File: config.mk
export PLATFORM = sky130hd
export DESIGN_NAME = i2cs_regport
export DESIGN_NICKNAME = d
export VERILOG_FILES = /design/src/rtl/i2cs_pkg.sv /design/src/rtl/i2cs_line_sync.sv /design/src/rtl/i2cs_reg_bank.sv /design/src/rtl/i2cs_stretch.sv /design/src/rtl/i2cs_ctrl.sv /design/src/rtl/i2cs_regport.sv
export SDC_FILE = /design/constraint.sdc
export NUM_CORES = 2
export LEC_CHECK = 0
export CAP_MARGIN = 20
export CORE_ASPECT_RATIO = 0.8
export CORE_MARGIN = 2
export CORE_UTILIZATION = 40
export CTS_CLUSTER_SIZE = 16
export DETAILED_ROUTE_END_ITERATION = 12
export PLACE_DENSITY = 0.57
export REMOVE_ABC_BUFFERS = 1
export SLEW_MARGIN = 20
export SYNTH_ARGS = -nofsm -noshare
export SYNTH_HDL_FRONTEND = slang
export SYNTH_SLANG_ARGS = --single-unit
File: constraint.sdc
create_clock -name clk -period 3.55 [get_ports clk]
set_input_delay 0.355 -clock clk [delete_from_list [all_inputs] [get_ports clk]]
set_output_delay 0.355 -clock clk [all_outputs]
set_load 0.02 [all_outputs]
File: src/rtl/i2cs_pkg.sv
// Package i2cs_pkg
// Shared types for the I2C register-access slave: the protocol state encoding
// and the fixed byte width of the bus. Assumes 8-bit bus bytes.
package i2cs_pkg;

    localparam int BYTE_W = 8;
    localparam int CNT_W  = $clog2(BYTE_W + 1);

    typedef enum logic [3:0] {
        ST_IDLE,
        ST_ADDR,
        ST_ADDR_ACK,
        ST_SUB,
        ST_SUB_ACK,
        ST_WR,
        ST_WR_ACK,
        ST_RD,
        ST_RD_ACK,
        ST_SKIP
    } i2cs_state_e;

endpackage

File: src/rtl/i2cs_line_sync.sv
// Module i2cs_line_sync
// Brings N asynchronous bus lines into the clock domain through two flops
// each. It gives the synchronised level and one-cycle rise and fall pulses.
// Assumes the lines idle high, so every stage resets to 1.
module i2cs_line_sync #(
    parameter int N_LINES = 2
) (
    input  logic               clk,
    input  logic               rst_n,
    input  logic [N_LINES-1:0] raw_i,
    output logic [N_LINES-1:0] lvl_o,
    output logic [N_LINES-1:0] rise_o,
    output logic [N_LINES-1:0] fall_o
);

    for (genvar g = 0; g < N_LINES; g++) begin : g_line
        logic s1, s2, s3;

        // two-flop synchroniser plus one history flop for edge detection
        always_ff @(posedge clk) begin
            if (!rst_n) begin
                s1 <= 1'b1;
                s2 <= 1'b1;
                s3 <= 1'b1;
            end else begin
                s1 <= raw_i[g];
                s2 <= s1;
                s3 <= s2;
            end
        end

        assign lvl_o[g]  = s2;
        assign rise_o[g] = s2 & ~s3;
        assign fall_o[g] = ~s2 & s3;
    end

endmodule

File: src/rtl/i2cs_reg_bank.sv
// Module i2cs_reg_bank
// Byte-wide register file with one synchronous write port and one
// combinational read port. Assumes the depth is a power of two, so the
// address width covers it exactly. All registers reset to zero.
module i2cs_reg_bank #(
    parameter int DEPTH  = 128,
    parameter int DATA_W = 8,
    localparam int AW    = $clog2(DEPTH)
) (
    input  logic              clk,
    input  logic              rst_n,
    input  logic              we_i,
    input  logic [AW-1:0]     waddr_i,
    input  logic [DATA_W-1:0] wdata_i,
    input  logic [AW-1:0]     raddr_i,
    output logic [DATA_W-1:0] rdata_o
);

    logic [DATA_W-1:0] mem [DEPTH];

    // storage update: clear on reset, otherwise one write per cycle
    always_ff @(posedge clk) begin
        if (!rst_n) begin
            for (int i = 0; i < DEPTH; i++) mem[i] <= '0;
        end else if (we_i) begin
            mem[waddr_i] <= wdata_i;
        end
    end

    // read port
    assign rdata_o = mem[raddr_i];

endmodule

File: src/rtl/i2cs_stretch.sv
// Module i2cs_stretch
// Holds the bus clock low for a fixed number of system cycles after each
// trigger pulse. The parameter picks the variant: 0 gives a block that never
// pulls SCL. Assumes trigger pulses are much further apart than the hold.
module i2cs_stretch #(
    parameter int HOLD_CYC = 40,
    localparam int CW      = (HOLD_CYC > 0) ? $clog2(HOLD_CYC + 1) : 1
) (
    input  logic clk,
    input  logic rst_n,
    input  logic trig_i,
    output logic scl_oe_o
);

    if (HOLD_CYC > 0) begin : g_on
        logic [CW-1:0] cnt;

        // countdown started by each trigger, clock held while it is non-zero
        always_ff @(posedge clk) begin
            if (!rst_n)          cnt <= '0;
            else if (trig_i)     cnt <= CW'(HOLD_CYC);
            else if (cnt != '0)  cnt <= cnt - 1'b1;
        end

        assign scl_oe_o = (cnt != '0);

        // a trigger leads to SCL being held in the next cycle
        p_hold_after_ack_r10: assert property (@(posedge clk) disable iff (!rst_n)
            trig_i |=> scl_oe_o);
        // the hold only begins on a trigger
        p_hold_needs_trig_r10: assert property (@(posedge clk) disable iff (!rst_n)
            $rose(scl_oe_o) |-> $past(trig_i));
    end else begin : g_off
        assign scl_oe_o = 1'b0;
    end

endmodule

File: src/rtl/i2cs_ctrl.sv
// Module i2cs_ctrl
// Protocol engine of the I2C slave. Works only on synchronised line levels
// and edges. It frames bytes, checks the device address, keeps the register
// pointer and burst flag, and drives SDA by output enable only. Assumes SDA
// changes only while SCL is low, apart from START and STOP.
module i2cs_ctrl
    import i2cs_pkg::*;
#(
    parameter logic [6:0] DEV_ADDR = 7'h69,
    parameter int         AW       = 7
) (
    input  logic              clk,
    input  logic              rst_n,
    input  logic              scl_lvl_i,
    input  logic              scl_rise_i,
    input  logic              scl_fall_i,
    input  logic              sda_lvl_i,
    input  logic              sda_rise_i,
    input  logic              sda_fall_i,
    input  logic [BYTE_W-1:0] rdata_i,
    output logic [AW-1:0]     ptr_o,
    output logic              we_o,
    output logic [BYTE_W-1:0] wdata_o,
    output logic              sda_oe_o,
    output logic              ack_end_o
);

    i2cs_state_e       state;
    logic [CNT_W-1:0]  bitcnt;
    logic [BYTE_W-1:0] shreg;
    logic [AW-1:0]     ptr;
    logic              burst;
    logic              is_read;
    logic              mack;
    logic              start_evt, stop_evt, byte_done;

    // bus conditions: data edges while the clock is high
    assign start_evt = sda_fall_i & scl_lvl_i;
    assign stop_evt  = sda_rise_i & scl_lvl_i;
    assign byte_done = scl_fall_i && (bitcnt == CNT_W'(BYTE_W));

    // register write strobe at the end of a received data byte
    assign we_o    = (state == ST_WR) && byte_done && !start_evt && !stop_evt;
    assign wdata_o = shreg;
    assign ptr_o   = ptr;

    // protocol state machine, bit framing, pointer and SDA drive
    always_ff @(posedge clk) begin
        if (!rst_n) begin
            state     <= ST_IDLE;
            bitcnt    <= '0;
            shreg     <= '0;
            ptr       <= '0;
            burst     <= 1'b0;
            is_read   <= 1'b0;
            mack      <= 1'b0;
            sda_oe_o  <= 1'b0;
            ack_end_o <= 1'b0;
        end else begin
            ack_end_o <= 1'b0;
            if (stop_evt) begin
                state    <= ST_IDLE;
                sda_oe_o <= 1'b0;
            end else if (start_evt) begin
                state    <= ST_ADDR;
                bitcnt   <= '0;
                sda_oe_o <= 1'b0;
            end else begin
                case (state)
                    ST_ADDR, ST_SUB, ST_WR: begin
                        if (scl_rise_i) begin
                            shreg  <= {shreg[BYTE_W-2:0], sda_lvl_i};
                            bitcnt <= bitcnt + 1'b1;
                        end else if (byte_done) begin
                            bitcnt <= '0;
                            if (state == ST_ADDR) begin
                                if (shreg[BYTE_W-1:1] == DEV_ADDR) begin
                                    state    <= ST_ADDR_ACK;
                                    is_read  <= shreg[0];
                                    sda_oe_o <= 1'b1;
                                end else begin
                                    state <= ST_SKIP;
                                end
                            end else if (state == ST_SUB) begin
                                ptr      <= shreg[AW-1:0];
                                burst    <= shreg[BYTE_W-1];
                                state    <= ST_SUB_ACK;
                                sda_oe_o <= 1'b1;
                            end else begin
                                if (burst) ptr <= ptr + 1'b1;
                                state    <= ST_WR_ACK;
                                sda_oe_o <= 1'b1;
                            end
                        end
                    end
                    ST_ADDR_ACK: begin
                        if (scl_fall_i) begin
                            ack_end_o <= 1'b1;
                            bitcnt    <= '0;
                            if (is_read) begin
                                state    <= ST_RD;
                                shreg    <= rdata_i;
                                sda_oe_o <= ~rdata_i[BYTE_W-1];
                            end else begin
                                state    <= ST_SUB;
                                sda_oe_o <= 1'b0;
                            end
                        end
                    end
                    ST_SUB_ACK, ST_WR_ACK: begin
                        if (scl_fall_i) begin
                            ack_end_o <= 1'b1;
                            state     <= ST_WR;
                            sda_oe_o  <= 1'b0;
                        end
                    end
                    ST_RD: begin
                        if (scl_rise_i) begin
                            bitcnt <= bitcnt + 1'b1;
                        end else if (byte_done) begin
                            bitcnt   <= '0;
                            state    <= ST_RD_ACK;
                            sda_oe_o <= 1'b0;
                            if (burst) ptr <= ptr + 1'b1;
                        end else if (scl_fall_i) begin
                            shreg    <= {shreg[BYTE_W-2:0], 1'b0};
                            sda_oe_o <= ~shreg[BYTE_W-2];
                        end
                    end
                    ST_RD_ACK: begin
                        if (scl_rise_i) begin
                            mack <= ~sda_lvl_i;
                        end else if (scl_fall_i) begin
                            if (mack) begin
                                ack_end_o <= 1'b1;
                                state     <= ST_RD;
                                shreg     <= rdata_i;
                                sda_oe_o  <= ~rdata_i[BYTE_W-1];
                            end else begin
                                state <= ST_SKIP;
                            end
                        end
                    end
                    default: ;
                endcase
            end
        end
    end

    // the slave starts pulling SDA only in an ack slot or while sending data
    p_drive_where_allowed_r2: assert property (@(posedge clk) disable iff (!rst_n)
        $rose(sda_oe_o) |-> (state inside {ST_ADDR_ACK, ST_SUB_ACK, ST_WR_ACK, ST_RD}));
    // a slave that is ignoring traffic never drives SDA
    p_skip_silent_r3: assert property (@(posedge clk) disable iff (!rst_n)
        (state == ST_SKIP) |-> !sda_oe_o);
    // a STOP returns the engine to idle
    p_stop_to_idle_r11: assert property (@(posedge clk) disable iff (!rst_n)
        stop_evt |=> (state == ST_IDLE));
    // a START reframes but keeps the register pointer
    p_start_keeps_ptr_r9: assert property (@(posedge clk) disable iff (!rst_n)
        start_evt |=> (state == ST_ADDR) && (ptr == $past(ptr)));
    // a burst write at the top register wraps the pointer to zero
    p_wrap_r7: assert property (@(posedge clk) disable iff (!rst_n)
        (we_o && burst && (ptr == {AW{1'b1}})) |=> (ptr == '0));
    // in single-register mode a data byte leaves the pointer in place
    p_no_step_r6: assert property (@(posedge clk) disable iff (!rst_n)
        (we_o && !burst) |=> $stable(ptr));
    // SDA drive changes only while the synchronised clock is low
    p_sda_when_low_r5: assert property (@(posedge clk) disable iff (!rst_n)
        !$stable(sda_oe_o) |-> !scl_lvl_i);

endmodule

File: src/rtl/i2cs_regport.sv
// Module i2cs_regport
// Top level of the I2C register-access slave. It wires the line
// synchroniser, the protocol engine, the register bank and the clock-stretch
// unit together. Assumes open-drain pads: each *_oe output pulls its line low.
module i2cs_regport #(
    parameter logic [6:0] DEV_ADDR    = 7'h69,
    parameter int         REG_DEPTH   = 128,
    parameter int         STRETCH_CYC = 40
) (
    input  logic clk,
    input  logic rst_n,
    input  logic scl_i,
    input  logic sda_i,
    output logic sda_oe,
    output logic scl_oe
);

    import i2cs_pkg::*;

    localparam int AW = $clog2(REG_DEPTH);

    logic [1:0]        lvl, rise, fall;
    logic [AW-1:0]     ptr;
    logic              we, ack_end;
    logic [BYTE_W-1:0] wdata, rdata;

    i2cs_line_sync #(.N_LINES(2)) u_sync (
        .clk    (clk),
        .rst_n  (rst_n),
        .raw_i  ({sda_i, scl_i}),
        .lvl_o  (lvl),
        .rise_o (rise),
        .fall_o (fall)
    );

    i2cs_ctrl #(.DEV_ADDR(DEV_ADDR), .AW(AW)) u_ctrl (
        .clk        (clk),
        .rst_n      (rst_n),
        .scl_lvl_i  (lvl[0]),
        .scl_rise_i (rise[0]),
        .scl_fall_i (fall[0]),
        .sda_lvl_i  (lvl[1]),
        .sda_rise_i (rise[1]),
        .sda_fall_i (fall[1]),
        .rdata_i    (rdata),
        .ptr_o      (ptr),
        .we_o       (we),
        .wdata_o    (wdata),
        .sda_oe_o   (sda_oe),
        .ack_end_o  (ack_end)
    );

    i2cs_reg_bank #(.DEPTH(REG_DEPTH), .DATA_W(BYTE_W)) u_bank (
        .clk     (clk),
        .rst_n   (rst_n),
        .we_i    (we),
        .waddr_i (ptr),
        .wdata_i (wdata),
        .raddr_i (ptr),
        .rdata_o (rdata)
    );

    i2cs_stretch #(.HOLD_CYC(STRETCH_CYC)) u_stretch (
        .clk      (clk),
        .rst_n    (rst_n),
        .trig_i   (ack_end),
        .scl_oe_o (scl_oe)
    );

endmodule

==> run metrics <==
outcome=finished clean; hpwl dp=89.0 mm; initial antenna violation count=4; crit-path cells=buf_12 > buf_4 > mux4_2 > mux2i_1 > o21ai_1 > nand4_1 > nor3_1 > o22ai_1; PortBufs=5; final hold violation count=0; power per cell area=486 nW/um^2; cells taking the most area after synthesis=edfxtp_1, and3_1, mux4_2, clkbuf_1, nand2_1; Synth Instances=3,755; Worst Path Class, Setup=reg -> reg; FP Rows=116; post-route cell area=56,400 sq um; CTS Sinks=1,071; post-synthesis mux area share=12.3%; Clock Power Share=43.0%; Post-route DRC=0; Max Clk Rate=304 MHz; register area=31,700 sq um; Critical Path RT=4.18 ns; Crit. End Element=register; DRT iter0 DRCs=3,830; VDD IR-drop max=0.387 mV; synthesized cell area=50,800 sq um; number of synthesized flops with an enable pin=1,024; worst path bufs/invs=2; post-synthesis simple-gate area fraction=17.6%; worst skew pair latency=0.72 ns; period utilization=92.6%; Die Height=323 um; cell family with most CP delay=multiplexers; power share of the sequential group=53.3%; GRT Util Overall=22.4%; slew margin rel.=29.5%; slowest stage delay, CP=0.63 ns; Seq/Total Area, Yosys=62.4%; # resized after CTS=0; drt wl/cell=27.4 um; core box area=126,000 sq um; fraction of final layout cells sized beyond drive strength 1=17.0%; main combinational cell family by area after synthesis=simple AND/OR/NAND/NOR gates; Yosys top cell area share=60.6%; FFs w/ async S/R, synth=0%; Starting Density=40.4%; Avg Cell Area, Syn=13.5 sq um; Cell variety after synth=68; multi-input gate area in the final layout=17,100 sq um; vias per cell=5.98; gr ovfl total=0; Worst Min Path Start=sda_i; Synth Area in Adders=0.118%; Layout Utilization=45.0%; Root Buffer=clkbuf_16; WL final=146 mm; CTS buffer count=108; CP max-delay cell=dfxtp_4; CTS Hold Buffers Added=0; first-pass GRT wire length=216 mm; CP startpoint kind=register; LEAKAGE=0.0223 uW; Synth Area in Compound Gates=3.25%; setup bufs post-CTS=0; #FFs+latches synth=1,071; maximum root-to-sink buffer count=3; TritonCTS clock tree=built; die width=402 um; Placer Congestion=0.843; Die ar.=130,000 sq um; htree depth=3; Tmin final=3.29 ns; pins over their slew limit=0; Switching Share=21.8%; Yosys warnings=0; Post-Route Skew=0.0431 ns; Final ANT Viol Nets=0; Int Pwr=21,400 uW; vias after detailed routing=31,800; CP arrival=3.92 ns; sw power=5990 uW; ys flop type=edfxtp_1; drt first pass iters=8; Synth area leader=edfxtp_1; highest-count cells in the layout ignoring fill and taps=and3_1, edfxtp_1, nand2_1; largest fanout on the critical path=18; IO Pins=6; Worst-path clk slew=0.06 ns; largest net degree at the start of global routing=134; HP Class=in -> reg; filler instances=11,000; Nets=3,586; vias in the first global route=31,000; number of max-cap violations=0; Final setup viols=0; post-synthesis xor/xnor area fraction=0.0863%; leading cell type in the layout, fill and taps excluded=and3_1; Layout area overhead=11.2%; RSZ-0062 raised after global routing=false; Comb pwr share=3.7%; area post-placement=52,800 sq um; Worst-Margin Slew=1.06 ns
[worst register-to-register path: stages, from the launching register on]
cell,delay [ns]
dfxtp_4,0.63
buf_12,0.27
buf_4,0.27
mux4_2,0.52
mux2i_1,0.61
o21ai_1,0.30
nand4_1,0.31
nor3_1,0.11
o22ai_1,0.18
[routing by layer]
| metal | vias up | GRT usage [%] | wire (um) |
|---|---|---|---|
| met3 | 208 | 6.42 | 14000 |
| li1 | 14000 | - | - |
| met1 | 16200 | 33.2 | 65500 |
| met4 | 2 | 5.76 | 3540 |
| met2 | 1351 | 32.0 | 62800 |
| met5 | - | 0 | 8 |
[area by class of cell]
cell class | instances | share of cell area [%]
diodes | 1 | 0.00443
clock buffers | 138 | 5.32
clock inverters | 60 | 1.08
inverters | 16 | 0.106
multi-input cells | 2189 | 30.2
flip-flops and latches | 1071 | 56.2
well taps | 1652 | 3.66
repair buffers | 192 | 3.36
[power by group through the flow]
stage / registers [uW] / logic, uW / clock network [uW]
final: 14600 / 1020 / 11800
after global routing: 14700 / 1090 / 12400
after CTS: 14600 / 1030 / 11900
after detailed placement: 14900 / 1020 / 0
after global placement: 14900 / 1010 / 0
after floorplan: 14800 / 556 / 0
[stage by stage]
step           setup slack (ns)  cells  TNS (ns)  hold WS, ns  total power [uW]
3_5_place_dp              0.206   5119         0        0.407             15900
6_report                  0.263   5319         0        0.228             27400
5_1_grt                  0.0339   5318         0        0.229             28200
3_3_place_gp              0.192   5119         0        0.405             15900
2_1_floorplan             -8.35   3276  -1583.33        0.386             15300
4_1_cts                   0.168   5317         0        0.189             27600
[synth_stat cells (all sizes together) (23+ instances only)]
master,n
a211oi,32
a21oi,59
and3,1028
buf,86
clkbuf,393
dfxtp,47
edfxtp,1024
mux2i,100
mux4,223
nand2,328
nand2b,24
nor2,82
nor2b,23
nor3,30
o21ai,55
o22ai,26
[sequential cells by signal (all words and copies together), names as in the netlist, named ones only]
signal and count:
u_ctrl.ack_end_o 1, u_bank.mem 1024, u_ctrl.mack 1, u_ctrl.ptr_o 7, u_ctrl.is_read 1, u_ctrl.bitcnt 4
u_sync.g_line.s1 2, u_ctrl.wdata_o 8, u_ctrl.sda_oe_o 1, u_sync.g_line.s3 2, u_stretch.g_on.cnt 6, u_ctrl.state 4
u_sync.g_line.s2 2, u_ctrl.burst 1
[worst paths after layout]
| check | end | slack [ns] | depth (start not counted) |
|---|---|---|---|
| setup / recovery | u_ctrl.sda_oe_o | 0.26 | 8 |
| hold / removal | u_sync.g_line[1].s1 | 0.23 | 2 |
| setup reg to reg | u_ctrl.sda_oe_o | 0.26 | 8 |
| hold reg to reg | u_sync.g_line[1].s2 | 0.42 | 1 |
[cells by family (layout without fill, tap and decap cells)]
kind of cell    Yosys count  count (layout)
xor+xnor                  5               5
flops                  1071            1071
fa+ha+maj                 5               5
simple gates           1586            1586
mux                     339             339
buf+inv                 495             406
compound gates          254             254
other cells               0               1
Note: power is estimated with default switching activity, not from simulation.
